`config.mk`:
```
export PLATFORM = sky130hd
export DESIGN_NAME = bitserial_mac_lane
export DESIGN_NICKNAME = d
export VERILOG_FILES = /design/src/rtl/bitserial_mac_lane.sv
export SDC_FILE = /design/constraint.sdc
export NUM_CORES = 1
export LEC_CHECK = 0
export BUFFER_PORTS_ARGS = -buffer_cell sky130_fd_sc_hd__buf_2
export CAP_MARGIN = 20
export CORE_UTILIZATION = 43
export DETAILED_ROUTE_END_ITERATION = 8
export PLACE_DENSITY = 0.63
export SLEW_MARGIN = 0
export SYNTH_ARGS = -nofsm -noshare
export SYNTH_HDL_FRONTEND = slang
export SYNTH_SLANG_ARGS = --single-unit
```
`constraint.sdc`:
```
create_clock -name clk -period 8.94 [get_ports clk]
set_clock_uncertainty 0.2 [all_clocks]
set_input_delay 1.788 -clock clk [delete_from_list [all_inputs] [get_ports clk]]
set_output_delay 1.788 -clock clk [all_outputs]
set_load 0.02 [all_outputs]
```
`src/rtl/bitserial_mac_lane.sv`:
```
module bitserial_mac_lane #(
  parameter int N = 4,
  parameter int M = 4
) (
  input  logic             clk,
  input  logic             rst_n,
  input  logic             start,
  input  logic             a_bit,
  input  logic             b_load,
  input  logic [M-1:0]     b_data,
  input  logic             acc_clear,
  output logic             busy,
  output logic             done,
  output logic [N+M+5:0]   acc_out
);
  localparam int PW    = N + M;
  localparam int K     = N + M + 6;
  localparam int CW    = $clog2(K);
  localparam int PIW   = $clog2(PW);
  localparam int JW    = $clog2(N + 1);
  localparam int IW    = $clog2(M + 1);
  localparam int TOTAL = (N + 5) + (N * M) + K;

  typedef enum logic [1:0] {S_IDLE, S_BCAST, S_PROD, S_ACC} state_t;

  state_t         st;
  logic [N-1:0]   a_reg;
  logic [M-1:0]   b_mem;
  logic [PW-1:0]  p;
  logic [K-1:0]   acc;
  logic [CW-1:0]  cnt;
  logic [JW-1:0]  rj;
  logic [IW-1:0]  ri;
  logic           carry;

  logic [N:0]     a_sh;
  logic [N-1:0]   a_shr;
  logic [M-1:0]   b_shr;
  logic [PIW-1:0] pidx, pnext;
  logic [K-1:0]   p_ext;
  logic           fa_x, fa_y, fa_s, fa_co;

  assign a_sh  = {a_bit, a_reg};
  assign a_shr = a_reg >> rj;
  assign b_shr = b_mem >> ri;
  assign pidx  = PIW'(rj) + PIW'(ri);
  assign pnext = pidx + 1'b1;
  assign p_ext = {{(K-PW){1'b0}}, p};

  always_comb begin
    fa_x = 1'b0;
    fa_y = 1'b0;
    case (st)
      S_PROD: begin
        fa_x = p[pidx];
        fa_y = a_shr[0] & b_shr[0];
      end
      S_ACC: begin
        fa_x = acc[cnt];
        fa_y = p_ext[cnt];
      end
      default: ;
    endcase
  end

  assign fa_s  = fa_x ^ fa_y ^ carry;
  assign fa_co = (fa_x & fa_y) | (carry & (fa_x ^ fa_y));

  always_ff @(posedge clk) begin
    if (!rst_n) begin
      st    <= S_IDLE;
      a_reg <= '0;
      b_mem <= '0;
      p     <= '0;
      acc   <= '0;
      cnt   <= '0;
      rj    <= '0;
      ri    <= '0;
      carry <= 1'b0;
      done  <= 1'b0;
    end else begin
      done <= 1'b0;
      case (st)
        S_IDLE: begin
          if (b_load)    b_mem <= b_data;
          if (acc_clear) acc   <= '0;
          if (start) begin
            st  <= S_BCAST;
            cnt <= '0;
            p   <= '0;
          end
        end
        S_BCAST: begin
          if (cnt < CW'(N)) a_reg <= a_sh[N:1];
          if (cnt == CW'(N + 4)) begin
            st    <= S_PROD;
            cnt   <= '0;
            ri    <= '0;
            rj    <= '0;
            carry <= 1'b0;
          end else begin
            cnt <= cnt + 1'b1;
          end
        end
        S_PROD: begin
          p[pidx] <= fa_s;
          if (ri == IW'(M - 1)) begin
            p[pnext] <= fa_co;
            carry    <= 1'b0;
            ri       <= '0;
            if (rj == JW'(N - 1)) begin
              st  <= S_ACC;
              cnt <= '0;
            end else begin
              rj <= rj + 1'b1;
            end
          end else begin
            carry <= fa_co;
            ri    <= ri + 1'b1;
          end
        end
        S_ACC: begin
          acc[cnt] <= fa_s;
          if (cnt == CW'(K - 1)) begin
            st   <= S_IDLE;
            done <= 1'b1;
          end else begin
            carry <= fa_co;
            cnt   <= cnt + 1'b1;
          end
        end
        default: st <= S_IDLE;
      endcase
    end
  end

  assign busy    = (st != S_IDLE);
  assign acc_out = acc;

  int lat;
  always_ff @(posedge clk) begin
    if (!rst_n)    lat <= 0;
    else if (busy) lat <= lat + 1;
    else           lat <= 0;
  end

  p_latency_r6: assert property (@(posedge clk) disable iff (!rst_n)
    done |-> (lat == TOTAL));
  p_done_pulse_r6: assert property (@(posedge clk) disable iff (!rst_n)
    done |=> !done);
  p_done_idle_r6: assert property (@(posedge clk) disable iff (!rst_n)
    done |-> !busy);
  p_b_hold_r3: assert property (@(posedge clk) disable iff (!rst_n)
    busy |=> $stable(b_mem));
  p_acc_hold_r9: assert property (@(posedge clk) disable iff (!rst_n)
    (st != S_ACC && !(acc_clear && !busy)) |=> $stable(acc));
  p_clear_r2: assert property (@(posedge clk) disable iff (!rst_n)
    (acc_clear && !busy) |=> (acc_out == '0));
  p_start_r7: assert property (@(posedge clk) disable iff (!rst_n)
    (start && !busy) |=> busy);
endmodule

```
After elaboration in Yosys (flattened, before gate mapping). Index checks and enable logic that the tools add are counted.

Bits in registers: 44. Latch bits: 0. Memory bits (writable): 0. ROM bits: 0. Input bits: 10. Output and inout bits: 16. Memories: 0.

Add/sub/neg operators: 5. $mul: 0. Div/mod/pow operators: 0. Order comparisons: 7. Equal/unequal tests: 15. Shift-type cells: 2. Muxes and demuxes: 45. Bitwise logic cells: 6. Reductions and logical operators: 19.

Operators by type and width (number): case mux 14 bit (2 select lines) (1); two-way mux 4 bit (5); bitwise mux 8 bit (2); two-way mux 8 bit (2); inequality test 2 bit (second input constant) (8); case mux 4 bit (4 select lines) (1); case mux 8 bit (2 select lines) (1); bitwise mux 14 bit (1); two-way mux 14 bit (1); two-way mux 3 bit (4); case mux 3 bit (2 select lines) (2); AND reduction 2 bit (6); two-way mux 1 bit (10); two-way mux 2 bit (5); adder 3 x 1 -> 3 bit (second input constant) (3); binary-select mux 1 bit (select 4 bit) (2); == test 4 bit (second input constant) (2); less-than comparator 3 x 4 -> 1 bit (second input constant) (2); case mux 2 bit (4 select lines) (1); AND reduction 4 bit (2); nonzero test 2 bit (4); right shift 4 x 3 -> 1 bit (2); demux 1 bit (select 3 bit) (2); == test 3 x 2 -> 1 bit (second input constant) (2); 20 further kinds (28).

Longest topological paths before layout. Gate-level depths: netlist of run 1.

Word-level depth: 10. Gate-level depth with buffers: 15. Depth with buffers taken out: 12.

Worst setup path before layout of run 1. No wires, ideal clock.

Path type: register to register. Start point: register ri[0]. End point: register acc[10] (netlist: acc_out[10]). Library setup time: 0.070 ns. Arrival: 3.388 ns. Required time: 8.670 ns. Setup slack: 5.282 ns. Cell stages (with the launch flop): 15. Buffers on the path: 2. Path through: dfxtp_1 > ha_1 > inv_1 > fa_1 > xor3_2 > a2111oi_4 > a21oi_1 > a32o_1 > fa_1 > clkbuf_8 > nand2_1 > a21oi_1 > clkbuf_1 > nand3_1 > a21oi_1.

Longest elaborated chain between the ends: 8.

Ends and longest elaborated chain: start: declaration (line 33) `logic [IW-1:0] ri;`; start signal: assignment (line 119) `ri <= ri + 1'b1;`; adder 3 bit (line 46) `assign pidx = PIW'(rj) + PIW'(ri);`; binary-select mux 1 bit (select 3 bit) (line 55) `fa_x = p[pidx];`; two-way mux 1 bit (not written as such) (line 55); case mux 1 bit (2 select lines) (line 53) `case (st)`; bitwise XOR 1 bit (*) (2 in series) (line 66) `assign fa_s = fa_x ^ fa_y ^ carry;`; bitwise mux 14 bit (*) (line 123) `acc[cnt] <= fa_s;`; case mux 14 bit (2 select lines) (*) (line 83) `case (st)`; end signal: indexed assignment (line 123); end: declaration (line 30) `logic [K-1:0] acc;`.

Mark *: on every way between the ends. The rest lies on a longest branch, timed or not. The select of a mux whose other input is x is not followed. A chain may end at the register's enable or synchronous reset.

Final worst setup path of run 1.
Start point: register ri[0]. End point: register acc[12] (netlist: acc_out[12]).

Same word-level chain as after synthesis.

==> flow_results.org, run 1 <==
** Global routing
- Entering global routing, the biggest net connects 29 pins.
- First-pass GRT wire length :: 11,200 µm
- Global route overflow :: 0
- For this run, the total global-route usage over all layers was measured as 19.8%.
- The initial antenna violation count was 0.
- Number of global-route vias before repair :: 2,334

** CTS
- The clock drives 44 sinks.
- TritonCTS buffer count :: 5
- Number of H-tree levels :: 2
- For this design, the CTS-stage hold fixing added 0 buffers.
- Clock tree from TritonCTS :: done
- Worst-path clk slew :: about 90 ps
- The clock reaches the later pin of the worst-skew pair after 300 ps.
- Clock tree root driver cell :: sky130_fd_sc_hd__clkbuf_8
- Max Buffers Root-to-Sink :: 2
- Setup bufs post-CTS :: 0
- Once the clock tree was built, the resizer swapped 0 gates to a different size.

** Outcome
- Result of the run :: complete, no violations

** Floorplan
- For this configuration, the core starts out at a cell density of 45.2%.
- Die width :: 84.1 µm
- Core Footprint :: roughly 6400 µm²
- After floorplanning, the core was divided into 29 placement rows.
- The floorplan step defined a die boundary enclosing 7080 µm².
- 26 I/O pins were placed.
- Die height :: 84.1 µm

** Power
- Max VDD drop :: 0.000174 V
- Power density normalized to cell area :: 196 nW/µm²
- Total Power Consumption :: 0.612 mW
- Leakage power summed over all cells :: 1.21 nW

** Drt
- The pre-antenna-repair detailed-routing pass consisted of 4 iterations.
- DRC Markers :: 0
- Drt wl/cell :: approximately 16 µm
- Dividing the detail-routed via count by the number of cells gives 5.89.
- The detailed router placed 2,452 vias in this run.
- Antenna Violating Nets Remaining :: 0
- Detailed Route Iter0 Violations :: 94
- Routed wire length :: 6730 µm

** Setup path
- CP bufs+invs :: 1
- Critical path startpoint category :: register
- The startpoint identified for the worst register-to-register timing path is ri[0].
- Launch point of the critical path :: ri[0]
- At the worst endpoint, the arrival time is 4500 ps.
- Largest fanout on the critical path :: 13
- In this run the critical register-to-register path is captured at acc_out[12].
- For this design, the slowest cell found on the critical path is sky130_fd_sc_hd__fa_1.
- Cell-by-cell trace of the critical path :: ha_1 > inv_1 > fa_1 > nor2b_1 > a2111oi_4 > a21oi_1 > a32o_1 > fa_1 > nand2_1 > a21oi_1 > nand4_1 > a21boi_0
- WS Path Type :: register to register
- Worst setup endpoint :: acc_out[12]
- Critical path capture point type :: register
- CP Data Required Time :: approximately 9000 ps
- WP depth :: 12
- Largest stage delay on the critical path :: 830 ps
- Number of cells traversed by the worst register-to-register path :: 12
- Setup slack on the worst reg-to-reg path comes out at 4460 ps.
- The cell family contributing the most delay on the critical path is adder cells.

** Logic synthesis
- Synth warnings :: 0
- A synthesized cell averages roughly 9 µm².
- Mapped Nets :: 352
- Mapped Area :: 2900 µm²
- Number of register bits inferred by synthesis :: 44
- Number of enable-type register cells in the synthesized netlist :: 0
- In the synthesized netlist the dominant register cell turns out to be sky130_fd_sc_hd__dfxtp_1.
- Share of flip-flops with an asynchronous set or reset :: 0%
- After synthesis, flip-flops and latches occupy 30.4% of the total area.
- Counting every instance in the synthesized netlist gives 327.
- The netlist uses 52 different library cells.

** STA
- The hold violation count in the final report is 0.
- Setup repair after global routing left no endpoint under its margin.
- Final critical-path share of the clock period :: between 50% and 60%
- For the pin with the worst max-slew slack, the measured transition is 1010 ps.
- Max-slew violation count :: 0
- Maximum operating frequency :: between 0.2 and 0.25 GHz
- Sum of negative setup slack :: 0 ps
- In this run the tightest slew margin relative to its limit is 32.4%.
- The worst path needs 4480 ps of the cycle, external delays included.
- Setup violations remaining at the end of the flow were counted as 0.

** Final layout
- The post-route netlist has 16.8% of its cells at a drive strength greater than 1.
- From synthesis to final layout, the design area changed by 7.59%.
- Flip-flop count of the largest register, all copies and words added :: 14
- The library cells used most frequently in the layout, excluding fill and tap cells, are 44 x sky130_fd_sc_hd__dfxtp_1, 33 x sky130_fd_sc_hd__a21oi_1, 25 x sky130_fd_sc_hd__buf_2.
- The library cell used most frequently in the layout, excluding fill and tap cells, is sky130_fd_sc_hd__dfxtp_1.
- The repair_antennas step left the layout with diodes totalling 0.
- Net count reported at finish :: 363
- Fill cell total of the finished layout :: just over 600

** Placed design
- Once detailed placement completed, the half-perimeter wirelength came to around 4800 µm.
- Count of input and output buffers :: 25
- At the end of routability-driven placement, the weighted congestion stood at around 0.91.

** Job
- Max-capacitance violation count :: 0

** Min path
- In this run the most critical hold path is launched from b_mem[3].
- Worst min-delay path class :: register to register
==> cell families after synthesis <==
| family | Yosys count | synth area share (%) |
|---|---|---|
| AND/OR/NAND/NOR | 110 | 20.7 |
| flip-flops | 44 | 30.4 |
| multiplexers | 27 | 12.3 |
| buffers and inverters | 35 | 6.17 |
| AO/OA/AOI/OAI | 90 | 20.3 |
| XOR/XNOR | 6 | 3.15 |
| adder cells (fa/ha/maj) | 15 | 6.99 |
==> cell usage after synthesis, types with 3 or more instances <==
master / number / area, µm²
sky130_fd_sc_hd__a21boi_0: 9 / 67.6
sky130_fd_sc_hd__a21oi_1: 33 / 165
sky130_fd_sc_hd__a22o_1: 4 / 35.0
sky130_fd_sc_hd__a32oi_1: 6 / 52.6
sky130_fd_sc_hd__and2_1: 5 / 31.3
sky130_fd_sc_hd__buf_2: 6 / 30.0
sky130_fd_sc_hd__buf_6: 3 / 33.8
sky130_fd_sc_hd__clkbuf_1: 9 / 33.8
sky130_fd_sc_hd__dfxtp_1: 44 / 881
sky130_fd_sc_hd__ha_1: 13 / 163
sky130_fd_sc_hd__inv_1: 13 / 48.8
sky130_fd_sc_hd__mux2i_1: 20 / 200
sky130_fd_sc_hd__mux4_2: 7 / 158
sky130_fd_sc_hd__nand2_1: 21 / 78.8
sky130_fd_sc_hd__nand2b_1: 6 / 37.5
sky130_fd_sc_hd__nand3_1: 22 / 110
sky130_fd_sc_hd__nand3b_1: 7 / 52.6
sky130_fd_sc_hd__nand4_1: 3 / 18.8
sky130_fd_sc_hd__nor2_1: 15 / 56.3
sky130_fd_sc_hd__nor2b_1: 15 / 93.8
sky130_fd_sc_hd__nor3_1: 3 / 15.0
sky130_fd_sc_hd__nor3_2: 3 / 30.0
sky130_fd_sc_hd__o21ai_0: 18 / 90.1
sky130_fd_sc_hd__o21ai_1: 3 / 15.0
sky130_fd_sc_hd__o31ai_1: 6 / 45.0
==> metal layers <==
layer | vias to the layer above | wire, µm | global-route usage (%)
met5 | - | 0 | 0
met4 | 0 | 103 | 7.99
met3 | 11 | 284 | 2.87
met2 | 57 | 3040 | 30.8
met1 | 1186 | 3300 | 27.6
li1 | 1198 | - | -
==> where the power goes <==
group	internal, mW	leakage [nW]	switching (mW)
registers	0.209	0.356	0.0168
logic	0.0809	0.790	0.141
clock network	0.0915	0.0614	0.0730
total	0.381	1.21	0.231
==> area by class of cell <==
class	instances	area (µm²)	share of cell area, %
sequential	44	881	28.2
inverter	13	48.8	1.56
timing repair buffer	26	133	4.25
multi-input combinational	248	1840	59.0
clock buffer	6	82.6	2.65
clock inverter	2	38.8	1.24
tap	77	96.3	3.09
==> how the worst min path moves through the flow <==
| stage | to | slack, ps | depth (start not counted) |
|---|---|---|---|
| finish | b_mem[3] | 270 | 2 |
| global route | b_mem[1] | 300 | 2 |
| CTS | b_mem[3] | 280 | 2 |
| detailed placement | b_mem[3] | 270 | 2 |
| global placement | b_mem[1] | 260 | 2 |
| floorplan | b_mem[2] | 240 | 2 |
==> stage by stage <==
stage / hold WS (ps) / worst slack (ps) / instance area [µm²] / utilization [%] / cells
6_report: 274 / 4460 / 3120 / 48.6 / 416
3_5_place_dp: 267 / 4520 / 2990 / 46.6 / 407
2_1_floorplan: 240 / 5280 / 2900 / - / 327
3_3_place_gp: 260 / 4630 / 2990 / 46.6 / 407
5_1_grt: 298 / 4140 / 3120 / 48.6 / 416
4_1_cts: 280 / 4500 / 3110 / 48.5 / 415
==> worst min-delay path: cells and delay by family (launching register included) <==
family | cells | cell delay, ps
compound gates | 1 | 60
flops | 1 | 320
simple gates | 1 | 50
(Power assumes the default switching activity.)
==> inputs of run 2 (changes only) <==
==> constraint.sdc (replaced) <==
create_clock -name clk -period 4.6 [get_ports clk]
set_clock_uncertainty 0.2 [all_clocks]
set_input_delay 0.92 -clock clk [delete_from_list [all_inputs] [get_ports clk]]
set_output_delay 0.92 -clock clk [all_outputs]
set_load 0.02 [all_outputs]
==> flow_results.org, run 2 (synthesis results as in run 1) <==
** Drt
- Detailed Route Iter0 Violations :: 138
- Dividing the detail-routed wire length by the instance count gives 16.0 µm.
- The final layout contains routed wiring with a total length of 6680 µm.
- Via count of the routed design :: 2,393
- The detail route stage leaves a number of antenna-violating nets equal to 0.
- In the routed design, unresolved DRC markers number 0.
- Dividing the detail-routed via count by the number of cells gives 5.74.
- The pre-antenna-repair detailed-routing pass consisted of 4 iterations.

** Final layout
- Area of all sequential standard cells :: 881 µm²
- Fill cell total of the finished layout :: 634
- Commonest cells after routing, fill and taps aside :: 44 x sky130_fd_sc_hd__dfxtp_1, 33 x sky130_fd_sc_hd__a21oi_1, 25 x sky130_fd_sc_hd__buf_2
- Leaving out fill and tap cells, the most frequent cell in the layout is sky130_fd_sc_hd__dfxtp_1.
- Flip-flop count of the largest register, all copies and words added :: 14
- Antenna fix cells :: 0
- For this run, the post-layout net count is 364.
- In the final layout, the share of cells above drive strength 1 is 16.8%.
- Layout Area Growth over Synthesis :: 7.38%
- Total area of multi-input combinational cells :: 1840 µm²

** STA
- Maximum operating frequency :: 0.251 GHz
- Max-slew violation count :: 0
- Across all hold checks on the routed design, the worst slack comes to 268 ps.
- Time the final worst path needs with I/O delays and setup :: 3980 ps
- Sum of negative setup slack :: 0 ps
- In this run the tightest slew margin relative to its limit is 34.2%.
- At the pin with the least slew margin, the transition time is 960 ps.
- Setup repair after global routing missed its margin :: no
- The hold violation count in the final report was 0.
- Setup violations remaining at the end of the flow were counted as 0.
- The worst path uses 86.6% of the clock period.

** Global routing
- Global route overflow :: 0
- Global routing consumed, over all layers together, roughly a fifth of the routing resources.
- The via count of the first global-routing pass is ~2,300.
- Largest net degree at the start of global routing :: 29
- Initial antenna violation count :: 0
- The first global-routing pass estimated 11,100 µm of wire.

** Setup path
- WS Path Type :: register to register
- CP Data Required Time :: 4620 ps
- Worst Path Arrival :: 4010 ps
- Critical path capture point type :: register
- Largest fanout on the critical path :: 13
- STA classifies the critical path startpoint as a register.

** Floorplan
- Die area :: 7080 µm²
- For this configuration, the core starts out at a cell density of between 40 and 50%.
- The floorplan step defined a core boundary enclosing 6420 µm².
- Die width :: around 84 µm
- Core Rows :: 29
- Io pins :: 26
- The floorplan step set the die height to 84.1 µm.

** Power
- Clock network fraction of design power :: 25.7%
- Across the VDD grid, the largest voltage drop is between 0.0003 and 0.0004 V.
- Net switching is 37.9% of the power.
- Dividing total power by cell area gives a power density of about 370 nW/µm².
- The share of total power dissipated in combinational logic is a little over a third.
- Leakage power summed over all cells :: 1.21 nW
- Summed over all nets, the switching power comes to 0.440 mW.
- Cell Int Power :: 0.721 mW
- Registers are responsible for a little under two fifths of the overall power.

** Job
- Max-capacitance violation count :: 0

** CTS
- Buffers inserted during clock tree synthesis total 5.
- Number of resized instances in the post-cts repair step :: 0
- TritonCTS built the clock tree.
- Clock latency on the worst-skew pair, taken at its later pin, is 300 ps.
- Number of H-tree levels :: 2
- Post-CTS Hold Buffers :: 0
- Clock-pin slew was measured on the worst setup and hold paths at approximately 90 ps.
- Max Buffers Root-to-Sink :: 2
- Setup bufs post-CTS :: 0
- Clock tree synthesis selected as its root buffer the cell sky130_fd_sc_hd__clkbuf_8.
- Num Clock Sinks :: 44

** Outcome
- The flow ran to the end, and the final reports show no timing, DRC or antenna violations.

** Placed design
- Count of input and output buffers :: 25
- Gpl congestion :: 0.827
- Post-detailed-placement half-perimeter wirelength :: 4820 µm

** Min path
- Worst min-delay path class :: register to register
==> run 2: cell types whose count changed in the layout (fill, tap and decap cells not counted) <==
cell | before | now
sky130_fd_sc_hd__clkinv_2 | 0 | 1
sky130_fd_sc_hd__buf_4 | 1 | 2
sky130_fd_sc_hd__clkbuf_8 | 6 | 5
sky130_fd_sc_hd__clkbuf_1 | 0 | 1
sky130_fd_sc_hd__clkinv_4 | 1 | 0
==> run 2: critical path, cell delays in order (launching register included) <==
cell                       delay [ps]
sky130_fd_sc_hd__dfxtp_1          450
sky130_fd_sc_hd__ha_1             180
sky130_fd_sc_hd__inv_1             50
sky130_fd_sc_hd__fa_1             840
sky130_fd_sc_hd__nor2b_1          100
sky130_fd_sc_hd__a211oi_1         220
sky130_fd_sc_hd__o21ai_1          100
sky130_fd_sc_hd__a32o_1           300
sky130_fd_sc_hd__fa_1             700
sky130_fd_sc_hd__nand2_1          120
sky130_fd_sc_hd__a21oi_1          130
sky130_fd_sc_hd__buf_4            210
sky130_fd_sc_hd__nand4_1          110
sky130_fd_sc_hd__a21boi_0         190
==> run 2: metal layers <==
metal	track usage (%)	part of all wire (%)	vias to the layer above
met2	31.1	46	51
met1	26.9	48	1133
met5	0	0	-
met4	6.27	1.1	0
met3	3.66	5.0	8
li1	-	-	1201
==> run 2: final cells by class <==
cell class,instances,area share (%)
multi-input cells,248,59.1
flip-flops and latches,44,28.3
clock inverters,2,1.12
repair buffers,27,4.50
inverters,13,1.57
clock buffers,6,2.33
well taps,77,3.09
==> run 2: final timing paths <==
check	depth (start not counted)	endpoint	slack, ps	from
setup / recovery	13	acc_out[12]	620	ri[0]
hold / removal	2	b_mem[1]	270	b_mem[1]
setup reg to reg	13	acc_out[12]	620	ri[0]
hold reg to reg	2	b_mem[1]	270	b_mem[1]
==> run 2: stage by stage <==
stage / setup slack (ps) / power (mW) / cell area, µm² / utilization (%) / instances
final: 615 / 1.16 / 3110 / 48.5 / 417
after global routing: 297 / 1.24 / 3110 / 48.5 / 417
after CTS: 646 / 1.17 / 3110 / 48.5 / 417
after detailed placement: 678 / 0.870 / 3010 / 46.8 / 409
after global placement: 800 / 0.863 / 3010 / 46.8 / 409
after floorplan: 942 / 0.786 / 2900 / - / 327
==> run 2: power by group through the flow <==
stage	Combinational (mW)	Clock, mW	Sequential (mW)
CTS	0.422	0.307	0.440
finish	0.423	0.299	0.439
floorplan	0.356	0	0.431
global route	0.473	0.322	0.445
detailed placement	0.421	0	0.449
global placement	0.416	0	0.447
==> inputs of run 3 (changes only) <==
--- a/config.mk
+++ b/config.mk
@@ -5,11 +5,14 @@
 export SDC_FILE = /design/constraint.sdc
 export NUM_CORES = 1
 export LEC_CHECK = 0
+export ABC_AREA = 1
 export BUFFER_PORTS_ARGS = -buffer_cell sky130_fd_sc_hd__buf_2
 export CAP_MARGIN = 20
+export CELL_PAD_IN_SITES_DETAIL_PLACEMENT = 0
+export CELL_PAD_IN_SITES_GLOBAL_PLACEMENT = 1
 export CORE_UTILIZATION = 43
 export DETAILED_ROUTE_END_ITERATION = 8
-export PLACE_DENSITY = 0.63
+export PLACE_DENSITY = 0.82
 export SLEW_MARGIN = 0
 export SYNTH_ARGS = -nofsm -noshare
 export SYNTH_HDL_FRONTEND = slang
==> flow_results.org, run 3 <==
** STA
- Max-slew violation count :: 0
- Normalized max-slew margin :: approximately 49%
- In the post-route analysis, the smallest setup slack over all paths is 1290 ps.
- The hold violation count in the final report was 0.
- Final critical-path share of the clock period :: approximately 72%
- Sum of negative setup slack :: 0 ps
- Maximum operating frequency :: around 0.30 GHz
- Setup violations remaining at the end of the flow were counted as 0.
- For the pin with the worst max-slew slack, the measured transition is roughly 750 ps.
- Time the final worst path needs with I/O delays and setup :: approximately 3300 ps
- Setup repair after global routing missed its margin :: no

** CTS
- Clock tree from TritonCTS :: done
- The clock tree synthesis step divided the H-tree into 2 levels.
- Clock latency on the worst-skew pair :: roughly 300 ps
- Setup bufs post-CTS :: 0
- Clock tree root driver cell :: sky130_fd_sc_hd__clkbuf_8
- TritonCTS buffer count :: 5
- After clock tree synthesis, the clock-pin slew on the worst setup and hold paths is about 90 ps.
- Post-CTS Hold Buffers :: 0
- Gates resized during post-CTS repair numbered 0.
- Num Clock Sinks :: 44
- In this run the deepest clock path goes through 2 buffers.

** Floorplan
- The floorplan has 29 rows.
- In this run the standard cell core region covers 6490 µm².
- 26 I/O pins were placed.
- Die area :: a little over 7000 µm²
- The floorplan step set the die height to approximately 85 µm.
- Die width :: 84.9 µm
- Initial Utilization :: 45.5%

** Job
- Max-capacitance violation count :: 0

** Setup path
- In this run the worst path has a maximum fanout of 11.
- The endpoint identified for the worst register-to-register timing path is p[0].
- Worst reg2reg startpoint :: ri[0]
- CP Data Required Time :: 4600 ps
- Critical path startpoint category :: register
- The worst register-to-register path has a depth of 16.
- Worst Path Arrival :: 3320 ps
- WS Path Type :: register to register
- Critical path capture point type :: register
- The worst register-to-register path has a setup slack of 1290 ps.

** Placed design
- Pre-CTS setup slack :: between 1000 and 1500 ps
- Post-detailed-placement half-perimeter wirelength :: 5590 µm
- Count of input and output buffers :: 25
- At the end of routability-driven placement, the weighted congestion stood at 0.853.

** Logic synthesis
- Area fraction of the dominant cell type after synthesis :: slightly below 30%
- Sorting the synthesized cells by area gives the leading types as sky130_fd_sc_hd__dfxtp_1 30%, sky130_fd_sc_hd__nand2_1 11%, sky130_fd_sc_hd__o21ai_0 8.0%, sky130_fd_sc_hd__a21oi_1 7.1%, sky130_fd_sc_hd__nand3_1 6.6%.
- Mapped Nets :: between 400 and 500
- In the synthesized netlist, the cells that appear most often are 84 x sky130_fd_sc_hd__nand2_1, 47 x sky130_fd_sc_hd__nor2_1, 47 x sky130_fd_sc_hd__o21ai_0.
- The synthesized design contains 44 register bits.
- Primary FF master, synth :: sky130_fd_sc_hd__dfxtp_1
- Summing the areas of all compound-gate instances in the mapped netlist gives 20.2% of the synthesized area.
- Xor and xnor fraction of the mapped netlist area :: 0.296%
- Yosys top cell by area :: sky130_fd_sc_hd__dfxtp_1
- Sequential-to-total area share from yosys stat :: approximately 30%
- By instance count, the leading cell after synthesis is sky130_fd_sc_hd__nand2_1.
- Mapped Area :: 2960 µm²
- Number of enable-type register cells in the synthesized netlist :: 0
- Share of flip-flops with an asynchronous set or reset :: 0%
- The portion of synthesized area spent on multiplexers is 0%.
- Of the total synthesized cell area, the portion taken by AND, OR, NAND and NOR gates is 33.3%.
- Adder-cell share of the synthesized area :: under 10%
- Mean Syn Cell Area :: 6.67 µm²
- Synth warnings :: 0
- Combinational family with the most area after synthesis :: simple AND/OR/NAND/NOR gates
- Number of distinct library cells after synthesis :: 36
- Counting every instance in the synthesized netlist gives 443.

** Global routing
- Largest net degree at the start of global routing :: 32
- Initial antenna violation count :: 0
- Global routing used 22.3% of the available tracks.
- The via count of the first global-routing pass was 2,670.
- The first global-routing pass estimated 12,900 µm of wire.
- Global route overflow :: 0

** Drt
- Antenna Violating Nets Remaining :: 0
- The final layout contains routed wiring with a total length of between 7000 and 8000 µm.
- After detailed routing, the number of remaining DRC violations is 2.
- First-pass detailed-route iteration total :: 8
- Detailed Route Iter0 Violations :: between 150 and 200
- After detailed routing, the average wire length per cell comes to 14.4 µm.
- Dividing the detail-routed via count by the number of cells gives ~5.4.
- The detailed router placed 2,943 vias in this run.

** Power
- The analysis attributes to net switching a power of 0.938 mW.
- Power density normalized to cell area :: ~570 nW/µm²
- Cell Int Power :: between 0.8 and 0.9 mW
- In this run, flip-flops and latches consume about a quarter of the power.
- Switching power share of the total :: 51.5%
- For this design the static power due to leakage is between 1 and 1.5 nW.
- IR analysis of the VDD net gives a maximum drop of 0.000299 V.
- Clock network fraction of design power :: 14.9%
- Comb power frac :: 58.6%

** Outcome
- Violations in the final reports :: DRC
- The run finished, with violations left.

** Final layout
- In the layout the commonest cells are 84 x sky130_fd_sc_hd__nand2_1, 47 x sky130_fd_sc_hd__nor2_1, 47 x sky130_fd_sc_hd__o21ai_0.
- Net count reported at finish :: 488
- Layout Area Growth over Synthesis :: 8.72%
- Antenna fix cells :: 0
- Share of layout cells above drive strength 1 :: 14.7%
- Most common cell after layout, fill and taps aside :: sky130_fd_sc_hd__nand2_1
- Flip-flop count of the largest register, all copies and words added :: 14

** Min path
- In this run the most critical hold path is launched from p[5].
- Along the worst hold path, the cell count comes to 2.
- The worst hold path terminates at p[5].
- Worst min-delay path class :: register to register
## run 3: cell count changes in the layout (fill, tap and decap cells not counted), sizes merged, moves of 15 or more
cell / delta
mux2i: -20
nand3: +16
nor2: +37
nand2: +76
nor2b: -15
o21ai: +31
inv: +33
## run 3: power groups by stage
stage / Combinational [mW] / Clock, mW / Sequential [mW]
3_3_place_gp: 1.05 / 0 / 0.489
4_1_cts: 1.06 / 0.275 / 0.482
2_1_floorplan: 0.879 / 0 / 0.482
6_report: 1.07 / 0.272 / 0.482
3_5_place_dp: 1.05 / 0 / 0.491
5_1_grt: 1.20 / 0.290 / 0.489
## run 3: how the worst max path moves through the flow
stage | end | from | depth (start not counted) | slack [ps]
2_1_floorplan | acc_out[3] | rj[0] | 17 | 1650
3_3_place_gp | p[2] | rj[0] | 16 | 1310
3_5_place_dp | p[3] | ri[0] | 16 | 1250
4_1_cts | p[0] | rj[0] | 16 | 1240
5_1_grt | p[3] | ri[0] | 16 | 950
6_report | p[0] | ri[0] | 16 | 1290
## run 3: cell type report
cell class | instances | area, µm²
fillers | 694 | 3280
multi-input cells | 336 | 1790
flip-flops and latches | 44 | 881
inverters | 48 | 183
repair buffers | 28 | 168
well taps | 77 | 96.3
clock buffers | 7 | 86.3
clock inverters | 1 | 7.51
## run 3: kinds of logic (layout without fill, tap and decap cells)
family / Yosys count / in the layout
simple gates: 212 / 212
compound gates: 108 / 108
buf+inv: 63 / 84
flops: 44 / 44
fa+ha+maj: 15 / 15
xor+xnor: 1 / 1
## run 3: metal layers
metal	vias up	track usage [%]	share of wire, %
li1	1522	-	-
met4	0	6.78	1.2
met5	-	0	0
met3	9	2.92	3.5
met1	1354	30.8	50
met2	58	36.5	46
## run 3: metrics by stage
step                power, mW  area (µm²)  hold slack, ps  std cells  utilization [%]
finish                   1.82        3210             280        541             49.5
global route             1.98        3210             291        541             49.5
CTS                      1.81        3190             278        540             49.0
detailed placement       1.55        3090             265        532             47.6
global placement         1.54        3090             261        532             47.6
floorplan                1.36        2960             245        443                -
## run 3: critical path, cell delays in order (launching register included)
cell and delay (ps):
sky130_fd_sc_hd__dfxtp_1 410, sky130_fd_sc_hd__ha_1 170, sky130_fd_sc_hd__inv_1 50, sky130_fd_sc_hd__fa_1 700
sky130_fd_sc_hd__inv_1 250, sky130_fd_sc_hd__nand2_1 130, sky130_fd_sc_hd__nand2_1 50, sky130_fd_sc_hd__nand2_1 50
sky130_fd_sc_hd__nand3_1 70, sky130_fd_sc_hd__nand2_1 110, sky130_fd_sc_hd__fa_1 430, sky130_fd_sc_hd__inv_1 200
sky130_fd_sc_hd__nand4_1 120, sky130_fd_sc_hd__nand2_1 100, sky130_fd_sc_hd__nand2_1 50, sky130_fd_sc_hd__nand3_1 70
sky130_fd_sc_hd__a21oi_1 70
